===== config.mk =====
export PLATFORM = sky130hd
export DESIGN_NAME = parity_wmask_merge
export DESIGN_NICKNAME = d
export VERILOG_FILES = /design/src/rtl/pmw_pkg.sv /design/src/rtl/pmw_mask_latch.sv /design/src/rtl/pmw_lane_merge.sv /design/src/rtl/parity_wmask_merge.sv
export SDC_FILE = /design/constraint.sdc
export NUM_CORES = 1
export LEC_CHECK = 0
export BUFFER_PORTS_ARGS = -buffer_cell sky130_fd_sc_hd__buf_2
export CORE_MARGIN = 2
export CORE_UTILIZATION = 24
export CTS_BUF_LIST = sky130_fd_sc_hd__clkbuf_4 sky130_fd_sc_hd__clkbuf_8
export CTS_CLUSTER_DIAMETER = 150
export CTS_CLUSTER_SIZE = 10
export DETAILED_ROUTE_END_ITERATION = 8
export PLACE_DENSITY_LB_ADDON = 0.1
export REMOVE_ABC_BUFFERS = 1
export SYNTH_ARGS = -nofsm -noshare
export SYNTH_HDL_FRONTEND = slang
export SYNTH_SLANG_ARGS = --single-unit

===== constraint.sdc =====
create_clock -name clk -period 0.94 [get_ports clk]
set_clock_uncertainty 0.15 [all_clocks]
set_input_delay 0.141 -clock clk [delete_from_list [all_inputs] [get_ports clk]]
set_output_delay 0.141 -clock clk [all_outputs]
set_load 0.01 [all_outputs]

===== src/rtl/pmw_pkg.sv =====
package pmw_pkg;

   localparam int unsigned PMW_LANES_DEF     = 4;
   localparam int unsigned PMW_LANE_BITS_DEF = 9;

   // lowest word bit of a lane; the parity bit is lane_lsb + lane_bits - 1
   function automatic int unsigned lane_lsb(input int unsigned lane,
                                            input int unsigned lane_bits);
      return lane * lane_bits;
   endfunction

endpackage


===== src/rtl/pmw_mask_latch.sv =====
module pmw_mask_latch #(
   parameter int unsigned W = 4
) (
   input  logic         clk,
   input  logic         rst_n,
   input  logic         load,
   input  logic [W-1:0] d,
   output logic [W-1:0] q
);

   if (W < 1) begin : g_bad_w
      $error("pmw_mask_latch: W must be at least 1");
   end

   always_ff @(posedge clk or negedge rst_n) begin
      if (!rst_n) begin
         q <= '0;
      end else if (load) begin
         q <= d;
      end
   end

endmodule


===== src/rtl/pmw_lane_merge.sv =====
module pmw_lane_merge #(
   parameter int unsigned LANE_BITS = 9
) (
   input  logic                 sel,
   input  logic                 par_en,
   input  logic [LANE_BITS-1:0] wr,
   input  logic [LANE_BITS-1:0] old,
   output logic [LANE_BITS-1:0] q
);

   localparam int unsigned DATA_BITS = LANE_BITS - 1;

   if (LANE_BITS < 2) begin : g_bad_lane
      $error("pmw_lane_merge: a lane needs data bits plus a parity bit");
   end

   // data bits: whole-lane control only
   assign q[DATA_BITS-1:0] = sel ? wr[DATA_BITS-1:0] : old[DATA_BITS-1:0];

   // parity bit: lane select and the stored mask bit must both allow it
   assign q[DATA_BITS] = (sel && par_en) ? wr[DATA_BITS] : old[DATA_BITS];

endmodule


===== src/rtl/parity_wmask_merge.sv =====
module parity_wmask_merge
   import pmw_pkg::*;
#(
   parameter int unsigned LANES     = PMW_LANES_DEF,
   parameter int unsigned LANE_BITS = PMW_LANE_BITS_DEF
) (
   input  logic                       clk,
   input  logic                       rst_n,
   input  logic                       row_fall,
   input  logic [LANES-1:0]           mask_in,
   input  logic [LANES-1:0]           lane_sel,
   input  logic [LANES*LANE_BITS-1:0] wr_data,
   input  logic [LANES*LANE_BITS-1:0] old_word,
   output logic [LANES*LANE_BITS-1:0] merged_word
);

   localparam int unsigned WORD_BITS = LANES * LANE_BITS;

   if (LANES < 1) begin : g_bad_lanes
      $error("parity_wmask_merge: LANES must be at least 1");
   end
   if (WORD_BITS > 1024) begin : g_bad_word
      $error("parity_wmask_merge: word wider than supported");
   end

   logic [LANES-1:0] mask_q;

   pmw_mask_latch #(
      .W (LANES)
   ) u_mask (
      .clk   (clk),
      .rst_n (rst_n),
      .load  (row_fall),
      .d     (mask_in),
      .q     (mask_q)
   );

   for (genvar n = 0; n < LANES; n++) begin : g_lane
      localparam int unsigned LSB = lane_lsb(n, LANE_BITS);
      pmw_lane_merge #(
         .LANE_BITS (LANE_BITS)
      ) u_merge (
         .sel    (lane_sel[n]),
         .par_en (mask_q[n]),
         .wr     (wr_data[LSB +: LANE_BITS]),
         .old    (old_word[LSB +: LANE_BITS]),
         .q      (merged_word[LSB +: LANE_BITS])
      );
   end

endmodule


==> results of run 1 <==
-- per-stage QoR --
step                TNS (ns)  util [%]  area [um2]
global route           -3.04      70.9        1790
finish                 -2.61      70.9        1790
global placement       -6.92      49.1        1240
floorplan             -0.420         -         611
detailed placement     -7.47      49.1        1240
CTS                    -3.07      66.2        1670
-- per-layer routing --
layer	GRT usage [%]	wire [um]
met3	7.14	321
met2	32.1	1490
met5	0	0
met4	1.02	0
met1	15.2	933
-- worst max-delay path: stages (launching register included) --
cell and delay, ns:
dfrtp_1 0.40, nand2_4 0.07, mux2_4 0.30, buf_6 0.12
-- worst paths after layout --
path / start / end / slack [ns] / cells after the start
min reg2reg: u_mask.q[2]$_DFFE_PN0P_ / u_mask.q[2]$_DFFE_PN0P_ / 0.41 / 1
min: mask_in[3] / u_mask.q[3]$_DFFE_PN0P_ / -0.01 / 2
max in group asynchronous: rst_n / u_mask.q[2]$_DFFE_PN0P_ / 0.41 / 2
min in group asynchronous: rst_n / u_mask.q[1]$_DFFE_PN0P_ / 0.10 / 2
max: u_mask.q[1]$_DFFE_PN0P_ / merged_word[17] / -0.46 / 3
max reg2reg: u_mask.q[1]$_DFFE_PN0P_ / u_mask.q[1]$_DFFE_PN0P_ / 0 / 1
-- power groups by stage --
stage / combinational [mW] / sequential [mW] / clock (mW)
3_5_place_dp: 0.557 / 0.210 / 0
3_3_place_gp: 0.548 / 0.209 / 0
2_1_floorplan: 0.257 / 0.208 / 0
5_1_grt: 0.951 / 0.209 / 0.231
6_report: 0.900 / 0.208 / 0.209
4_1_cts: 0.818 / 0.208 / 0.224
-- cell type report --
type	instances	area share (%)
Tap cell	30	2.10
Multi-Input combinational cell	44	35.5
Clock buffer	3	1.26
Timing Repair Buffer	123	55.6
Sequential cell	4	5.60
-- cell families after synthesis --
family / after synthesis / synth area share [%]
buffers and inverters: 4 / 6.87
flip-flops: 4 / 15.3
multiplexers: 40 / 71.0
AND/OR/NAND/NOR: 4 / 6.87
-- Yosys cell counts (all sizes together) --
cell type,number,area (um2)
dfrtp,4,100
buf,4,45.0
nand2,4,45.0
mux2,40,465
-- timing repair --
action                                  CTS  global route
endpoints found under the setup margin   36            40
gates cloned                              3             1
endpoints found under the hold margin     8             2
gates resized for setup                  69            19
pin swaps                                 4             0
==> reports/qor.yml, run 1 <==
status:
  status: "finished with violations"
  violations: "hold timing, setup timing"
die:
  start_util_pct: 26.0
  io-pin-count: 119
  rows: 18
  die_h_um: 56.3
  core_area_um2: 2520
  die_x_um: 56.3
  fp.dieArea_um2: 3170
worst_setup_path:
  worst_setup_path_start_kind: "flop"
  worstPathArrival_ns: 1.11
  end_kind: "output port"
  worstPathRequired_ns: 0.65
  cp_max_fo: 2
  crit_type: "flop to output port"
sta:
  tightest_slew_ns: 0.126
  fin_crit_ns: 1.40
  slew_violations: 0
  relSlewSlack_pct: 91.6
  min_period_over_period_pct: 149
  rsz0062_at_grt: "true"
  hold_viol: 4
  setup_viol: 37
  layout_setup_ws_ns: -0.465
  max_freq_mhz: 712
  hold_slack_ns: -0.0111
placement:
  hpwlAfterDp_mm: 1.78
  dp_cells: 196
  port_buffers: 118
  post-place-ws_ns: -0.238
  place_congestion: 0.613
min_path:
  hp-class: "input pin to flop"
yosys:
  synth-seq-cells: 4
  ys_types: 5
  ys_seq_area_share_pct: 15.3
  syn_avg_cell_area_um2: 12.6
  synth_area_um2: 656
  ys_warn_count: 0
  synthCells: 52
power_and_ir_drop:
  ir_worst_vdd_v: 0.000659
  pwr-share-seq_pct: 15.8
  power_frac_clock_pct: 15.9
  power.switching_mw: 0.361
  total_power_mw: 1.32
  intPower_mw: 0.955
  switching_share_pct: 27.4
  p_comb_share_pct: 68.4
  p_per_area_nw_per_um2: 736
  p_leak_nw: 1.02
cells_and_area:
  drive_gt1_share_pct: 97.1
  fin_cells: 204
  n_fill_cell: 174
  area_delta_synth_final_pct: 173
  layout.nets: 259
  reg_top3: "u_mask.q: 4 flops"
  layout_commonest_cell: "buf_2"
  antennaDiodeCount: 0
  regArea_um2: 100
  largest_reg_flops: 4
  multi_input_area_um2: 634
  final_cell_mix: "buf_2, mux2_4, buf_6"
  largest-register: "u_mask.q"
grt:
  grt-ovfl-total: 0
  grt_usage_pct: 15.9
  grt_pass1_wl_mm: 4.07
  grt_max_degree: 10
  antenna_found_initial: 0
  grt_pass1_vias: 915
job:
  drv_cap: 0
drt:
  antenna_left: 0
  wl_mm: 2.74
  first_pass_iters: 2
  vias: 925
  post_drt_via_cell_ratio: 4.53
  drc: 0
  drtIter0Drc: 16
  wire_per_inst_um: 13.4
clock_network:
  holdBufCountCts: 1
  cts.path.max_buffers: 2
  post-cts-setup-buffers: 0
  cts.clk_slew.worst_paths_ns: 0.04
  cts_sinks: 4
  cts_max_level: 1
  clk_latency_ns: 0.23
  numCtsBuffers: 3
  cts_tree: "built"
  root_buffer: "clkbuf_4"
Power figures use the tool's default switching activity.
==> inputs of run 2 (changes only) <==
- CORE_ASPECT_RATIO: default -> 1.4
- CORE_UTILIZATION: 24 -> 29
- clock period: 0.94 -> 1.8 ns (I/O delays scaled with it)
==> run 2 against run 1 <==
Non-clock buffer count decreased by 4. The flow now finishes without violations. Power is 61% lower. Setup slack improved by 0.71 ns.
==> reports/qor.yml, run 2 (synthesis gave the netlist of run 1 again) <==
die:
  core_area_um2: 2150  # was 2520 um2
  fp.dieArea_um2: 2660  # was 3170 um2
  die_h_um: 60.3  # was 56.3 um
  rows: 20  # was 18
  die_x_um: 44.2  # was 56.3 um
  io-pin-count: 119  # unchanged
  start_util_pct: 30.5  # was 26.0%
cells_and_area:
  reg_top3: "u_mask.q: 4 flops"  # unchanged
  fin_cells: 192  # was 204
  utilization_pct: 58.6  # was 70.9%
  layout_commonest_cell: "buf_2"  # unchanged
  largest-register: "u_mask.q"  # unchanged
  area_delta_synth_final_pct: 92.4  # was 173%
  fin_area_um2: 1260  # was 1790 um2
  antennaDiodeCount: 0  # unchanged
  largest_reg_flops: 4  # unchanged
  final_cell_mix: "buf_2, mux2_2, nand2_4, mux2_4, dfrtp_1"  # was buf_2, mux2_4, buf_6
  layout.nets: 255  # was 259
  drive_gt1_share_pct: 97.1  # about the same
sta:
  slew_violations: 0  # unchanged
  relSlewSlack_pct: 85.1  # was 91.6%
  fin_crit_ns: 1.55
  max_freq_mhz: 643
  fin_tns_setup_ns: 0  # was -2.61 ns
  rsz0062_at_grt: "false"  # was true
  min_period_over_period_pct: 86.4
  layout_setup_ws_ns: 0.245  # was -0.465 ns
  tightest_slew_ns: 0.224  # was 0.126 ns
  setup_viol: 0  # was 37
  hold_viol: 0  # was 4
  hold_slack_ns: 0.117  # was -0.0111 ns
drt:
  post_drt_via_cell_ratio: 4.57  # was 4.53
  drc: 0  # unchanged
  wire_per_inst_um: 11.9  # was 13.4 um
  wl_mm: 2.28  # was 2.74 mm
  drtIter0Drc: 5  # was 16
  first_pass_iters: 3  # was 2
  vias: 878  # was 925
  antenna_left: 0  # unchanged
clock_network:
  post_cts_resized: 0  # was 69
  holdBufCountCts: 1  # unchanged
  numCtsBuffers: 3  # unchanged
  root_buffer: "clkbuf_4"  # unchanged
  cts_sinks: 4  # unchanged
  post-cts-setup-buffers: 0  # unchanged
  clk_latency_ns: 0.23  # about the same
  cts_tree: "built"  # unchanged
  cts.clk_slew.worst_paths_ns: 0.04  # about the same
  cts_max_level: 1  # unchanged
  cts.path.max_buffers: 2  # unchanged
grt:
  grt_usage_pct: 15.9  # about the same
  grt_pass1_wl_mm: 3.19  # was 4.07 mm
  grt-ovfl-total: 0  # unchanged
  grt_pass1_vias: 860  # was 915
  grt_max_degree: 10  # unchanged
  antenna_found_initial: 0  # unchanged
power_and_ir_drop:
  p_per_area_nw_per_um2: 407  # was 736 nW/um2
  total_power_mw: 0.513  # was 1.32 mW
  p_leak_nw: 0.735  # was 1.02 nW
  ir_worst_vdd_v: 0.000314  # was 0.000659 V
placement:
  place_congestion: 0.744  # was 0.613
  place_area_um2: 1230  # was 1240 um2
  port_buffers: 118  # unchanged
  post-place-ws_ns: 0.379  # was -0.238 ns
  hpwlAfterDp_mm: 2.04  # was 1.78 mm
  dp_cells: 188  # was 196
worst_setup_path:
  worstPathRequired_ns: 1.38  # was 0.65 ns
  worstPathArrival_ns: 1.13  # was 1.11 ns
  crit_type: "flop to output port"  # unchanged
  worst_setup_path_start_kind: "flop"  # unchanged
  end_kind: "output port"  # unchanged
  cp_max_fo: 2  # unchanged
status:
  status: "completed"  # was finished with violations
job:
  drv_cap: 0  # unchanged
min_path:
  hp-class: "input pin to flop"  # unchanged
==> run 2: changes by cell type in the layout (fill, tap and decap cells not counted) <==
cell	delta
buf_2	+40
clkbuf_16	-1
buf_16	-3
buf_12	-4
mux2_2	+33
mux2_4	-33
buf_6	-36
==> run 2: report_power, final <==
part / internal, mW / leakage, nW / switching, mW
clock network: 0.0746 / 0.0138 / 0.0374
logic: 0.180 / 0.674 / 0.112
registers: 0.0995 / 0.0468 / 0.00917
==> run 2: layout make-up <==
cell class	count	area, um2
clock buffers	3	22.5
fillers	198	891
multi-input cells	44	510
flip-flops and latches	4	100
well taps	22	27.5
repair buffers	119	601
==> run 2: layer usage <==
layer	vias up	GRT usage, %	routed length, um
li1	431	-	-
met1	368	13.8	674
met2	77	31.1	1180
met3	2	5.44	411
met4	0	7.79	15
met5	-	0	0
==> run 2: path summary, 6_finish.rpt <==
kind                                          from                       to  slack [ns]  cells after the start
max                        u_mask.q[0]$_DFFE_PN0P_           merged_word[8]        0.25                      3
min                                     mask_in[1]  u_mask.q[1]$_DFFE_PN0P_        0.12                      2
max reg2reg                u_mask.q[0]$_DFFE_PN0P_  u_mask.q[0]$_DFFE_PN0P_        0.86                      1
min reg2reg                u_mask.q[1]$_DFFE_PN0P_  u_mask.q[1]$_DFFE_PN0P_        0.41                      1
max in group asynchronous                    rst_n  u_mask.q[2]$_DFFE_PN0P_        1.16                      2
min in group asynchronous                    rst_n  u_mask.q[1]$_DFFE_PN0P_        0.23                      2
==> run 2: critical path: stages (launching register included) <==
cell	delay (ns)
dfrtp_1	0.40
nand2_4	0.08
mux2_4	0.28
buf_2	0.14
==> inputs of run 3 (changes only) <==
- CORE_ASPECT_RATIO: 1.4 -> 1.1
==> run 3 against run 2 <==
Clock power about the same. Die area decreased by 0.18%. Via count down 3.5%. Maximum frequency up 0.15%. Highest routed layer is now met3. Core utilization down 0.41 points. Routed wire length is 5.7% higher. Critical path type unchanged. First-iteration DRC count down 40%. Power increased by 1.6%. Combinational power is 2% higher. Setup slack gained 0.0023 ns.
==> reports/qor.yml, run 3 (synthesis gave the netlist of run 1 again) <==
status:
  status: "completed"  # unchanged
sta:
  hold_slack_ns: 0.117  # about the same
  rsz0062_at_grt: "false"  # unchanged
  max_freq_mhz: 644  # was 643 MHz
  relSlewSlack_pct: 85.2  # was 85.1%
  min_period_over_period_pct: 86.3  # was 86.4%
  slew_violations: 0  # unchanged
  tightest_slew_ns: 0.222  # was 0.224 ns
  setup_viol: 0  # unchanged
  fin_crit_ns: 1.55  # about the same
  hold_viol: 0  # unchanged
  fin_tns_setup_ns: 0  # unchanged
worst_setup_path:
  r2r_end: "u_mask.q[2]$_DFFE_PN0P_"  # was u_mask.q[0]$_DFFE_PN0P_
  worstPathArrival_ns: 1.13  # about the same
  critPathMaxStageDelay_ns: 0.39  # was 0.40 ns
  crit_type: "flop to output port"  # unchanged
  cp_max_fo: 2  # unchanged
  worst_setup_path_start_kind: "flop"  # unchanged
  crit_slowest_cell: "dfrtp_1"  # unchanged
  worst-path-buf-inv: 1  # unchanged
  rrSetupSlack_ns: 0.87  # was 0.86 ns
  worstPathRequired_ns: 1.38  # about the same
  r2r_start: "u_mask.q[2]$_DFFE_PN0P_"  # was u_mask.q[0]$_DFFE_PN0P_
  cp.depth: 3  # unchanged
  crit_family: "flip-flops"  # unchanged
  crit_chain: "nand2_4, mux2_4, buf_2"  # unchanged
  end_kind: "output port"  # unchanged
  startpoint: "u_mask.q[0]$_DFFE_PN0P_"  # unchanged
  endpoint: "merged_word[8]"  # unchanged
  r2r_cells: 1  # unchanged
cells_and_area:
  final_cell_mix: "buf_2, mux2_2, nand2_4, mux2_4, dfrtp_1"  # unchanged
  utilization_pct: 58.2  # was 58.6%
  area_delta_synth_final_pct: 93.9  # was 92.4%
  largest_reg_flops: 4  # unchanged
  layout.nets: 255  # unchanged
  regArea_um2: 100  # unchanged
  drive_gt1_share_pct: 97.1  # unchanged
  fin_cells: 200  # was 192
  antennaDiodeCount: 0  # unchanged
  largest-register: "u_mask.q"  # unchanged
  layout_commonest_cell: "buf_2"  # unchanged
  reg_top3: "u_mask.q: 4 flops"  # unchanged
  multi_input_area_um2: 510  # unchanged
  n_fill_cell: 214  # was 198
power_and_ir_drop:
  power.switching_mw: 0.166  # was 0.158 mW
  intPower_mw: 0.355  # was 0.354 mW
  ir_worst_vdd_v: 0.000413  # was 0.000314 V
  total_power_mw: 0.521  # was 0.513 mW
  p_comb_share_pct: 57.3  # was 57.0%
  power_frac_clock_pct: 21.9  # about the same
  switching_share_pct: 31.9  # was 30.9%
  p_leak_nw: 0.735  # unchanged
  p_per_area_nw_per_um2: 410  # was 407 nW/um2
  pwr-share-seq_pct: 20.8  # was 21.2%
clock_network:
  root_buffer: "clkbuf_4"  # unchanged
  cts.path.max_buffers: 2  # unchanged
  cts_max_level: 1  # unchanged
  clk_latency_ns: 0.23  # about the same
  post_cts_resized: 0  # unchanged
  numCtsBuffers: 3  # unchanged
  post-cts-setup-buffers: 0  # unchanged
  cts.clk_slew.worst_paths_ns: 0.04  # about the same
  cts_tree: "built"  # unchanged
  holdBufCountCts: 1  # unchanged
  cts_sinks: 4  # unchanged
placement:
  dp_cells: 196  # was 188
  port_buffers: 118  # unchanged
  place_congestion: 0.758  # was 0.744
job:
  drv_cap: 0  # unchanged
grt:
  grt_most_used_layer: "met2"  # unchanged
  use_met2_pct: 27.9  # was 31.1%
  use_met1_pct: 19.1  # was 13.8%
  grt_max_degree: 10  # unchanged
  grt-ovfl-total: 0  # unchanged
  grt_usage_pct: 15.9  # about the same
  grt_pass1_wl_mm: 3.33  # was 3.19 mm
  antenna_found_initial: 0  # unchanged
  grt_pass1_vias: 775  # was 860
  use_met3_pct: 6.39  # was 5.44%
drt:
  drtIter0Drc: 3  # was 5
  post_drt_via_cell_ratio: 4.24  # was 4.57
  wl_mm: 2.41  # was 2.28 mm
  drc: 0  # unchanged
  first_pass_iters: 4  # was 3
  antenna_left: 0  # unchanged
  vias: 847  # was 878
  wire_per_inst_um: 12.1  # was 11.9 um
die:
  start_util_pct: 30.0  # was 30.5%
  rows: 18  # was 20
  io-pin-count: 119  # unchanged
  fp.dieArea_um2: 2660  # about the same
  core_area_um2: 2180  # was 2150 um2
  die_x_um: 49.3  # was 44.2 um
  die_h_um: 53.9  # was 60.3 um
min_path:
  hp-class: "input pin to flop"  # unchanged
[run 3: cell counts in the layout (fill, tap and decap cells not counted)]
Identical to the previous run, type by type.
[run 3: layer usage]
layer | wire length [um] | part of all wire, % | up-vias
li1 | - | - | 429
met1 | 917 | 38 | 364
met2 | 1220 | 51 | 54
met3 | 275 | 11 | 0
met4 | 0 | 0 | 0
met5 | 0 | 0 | -
[run 3: power groups by stage]
stage	Combinational, mW	Sequential, mW	Clock (mW)
2_1_floorplan	0.134	0.109	0
3_3_place_gp	0.296	0.110	0
3_5_place_dp	0.300	0.110	0
4_1_cts	0.303	0.109	0.120
5_1_grt	0.325	0.110	0.129
6_report	0.298	0.108	0.114
[run 3: per-stage QoR]
stage	area, um2	setup slack [ns]
after floorplan	611	0.626
after global placement	1240	0.390
after detailed placement	1240	0.376
after CTS	1270	0.229
after global routing	1270	0.199
final	1270	0.247
[run 3: worst min-delay path by stage]
stage	startpoint	to	cells after the start
CTS	mask_in[3]	u_mask.q[3]$_DFFE_PN0P_	2
global placement	rst_n	u_mask.q[0]$_DFFE_PN0P_	1
floorplan	rst_n	u_mask.q[0]$_DFFE_PN0P_	0
detailed placement	rst_n	u_mask.q[3]$_DFFE_PN0P_	1
global route	mask_in[2]	u_mask.q[2]$_DFFE_PN0P_	2
finish	mask_in[3]	u_mask.q[3]$_DFFE_PN0P_	2
[run 3: area by class of cell]
type,count,share of cell area [%]
multi-input combinational,44,40.2
tap,30,2.95
clock buffer,3,1.77
sequential,4,7.87
timing repair buffer,119,47.2
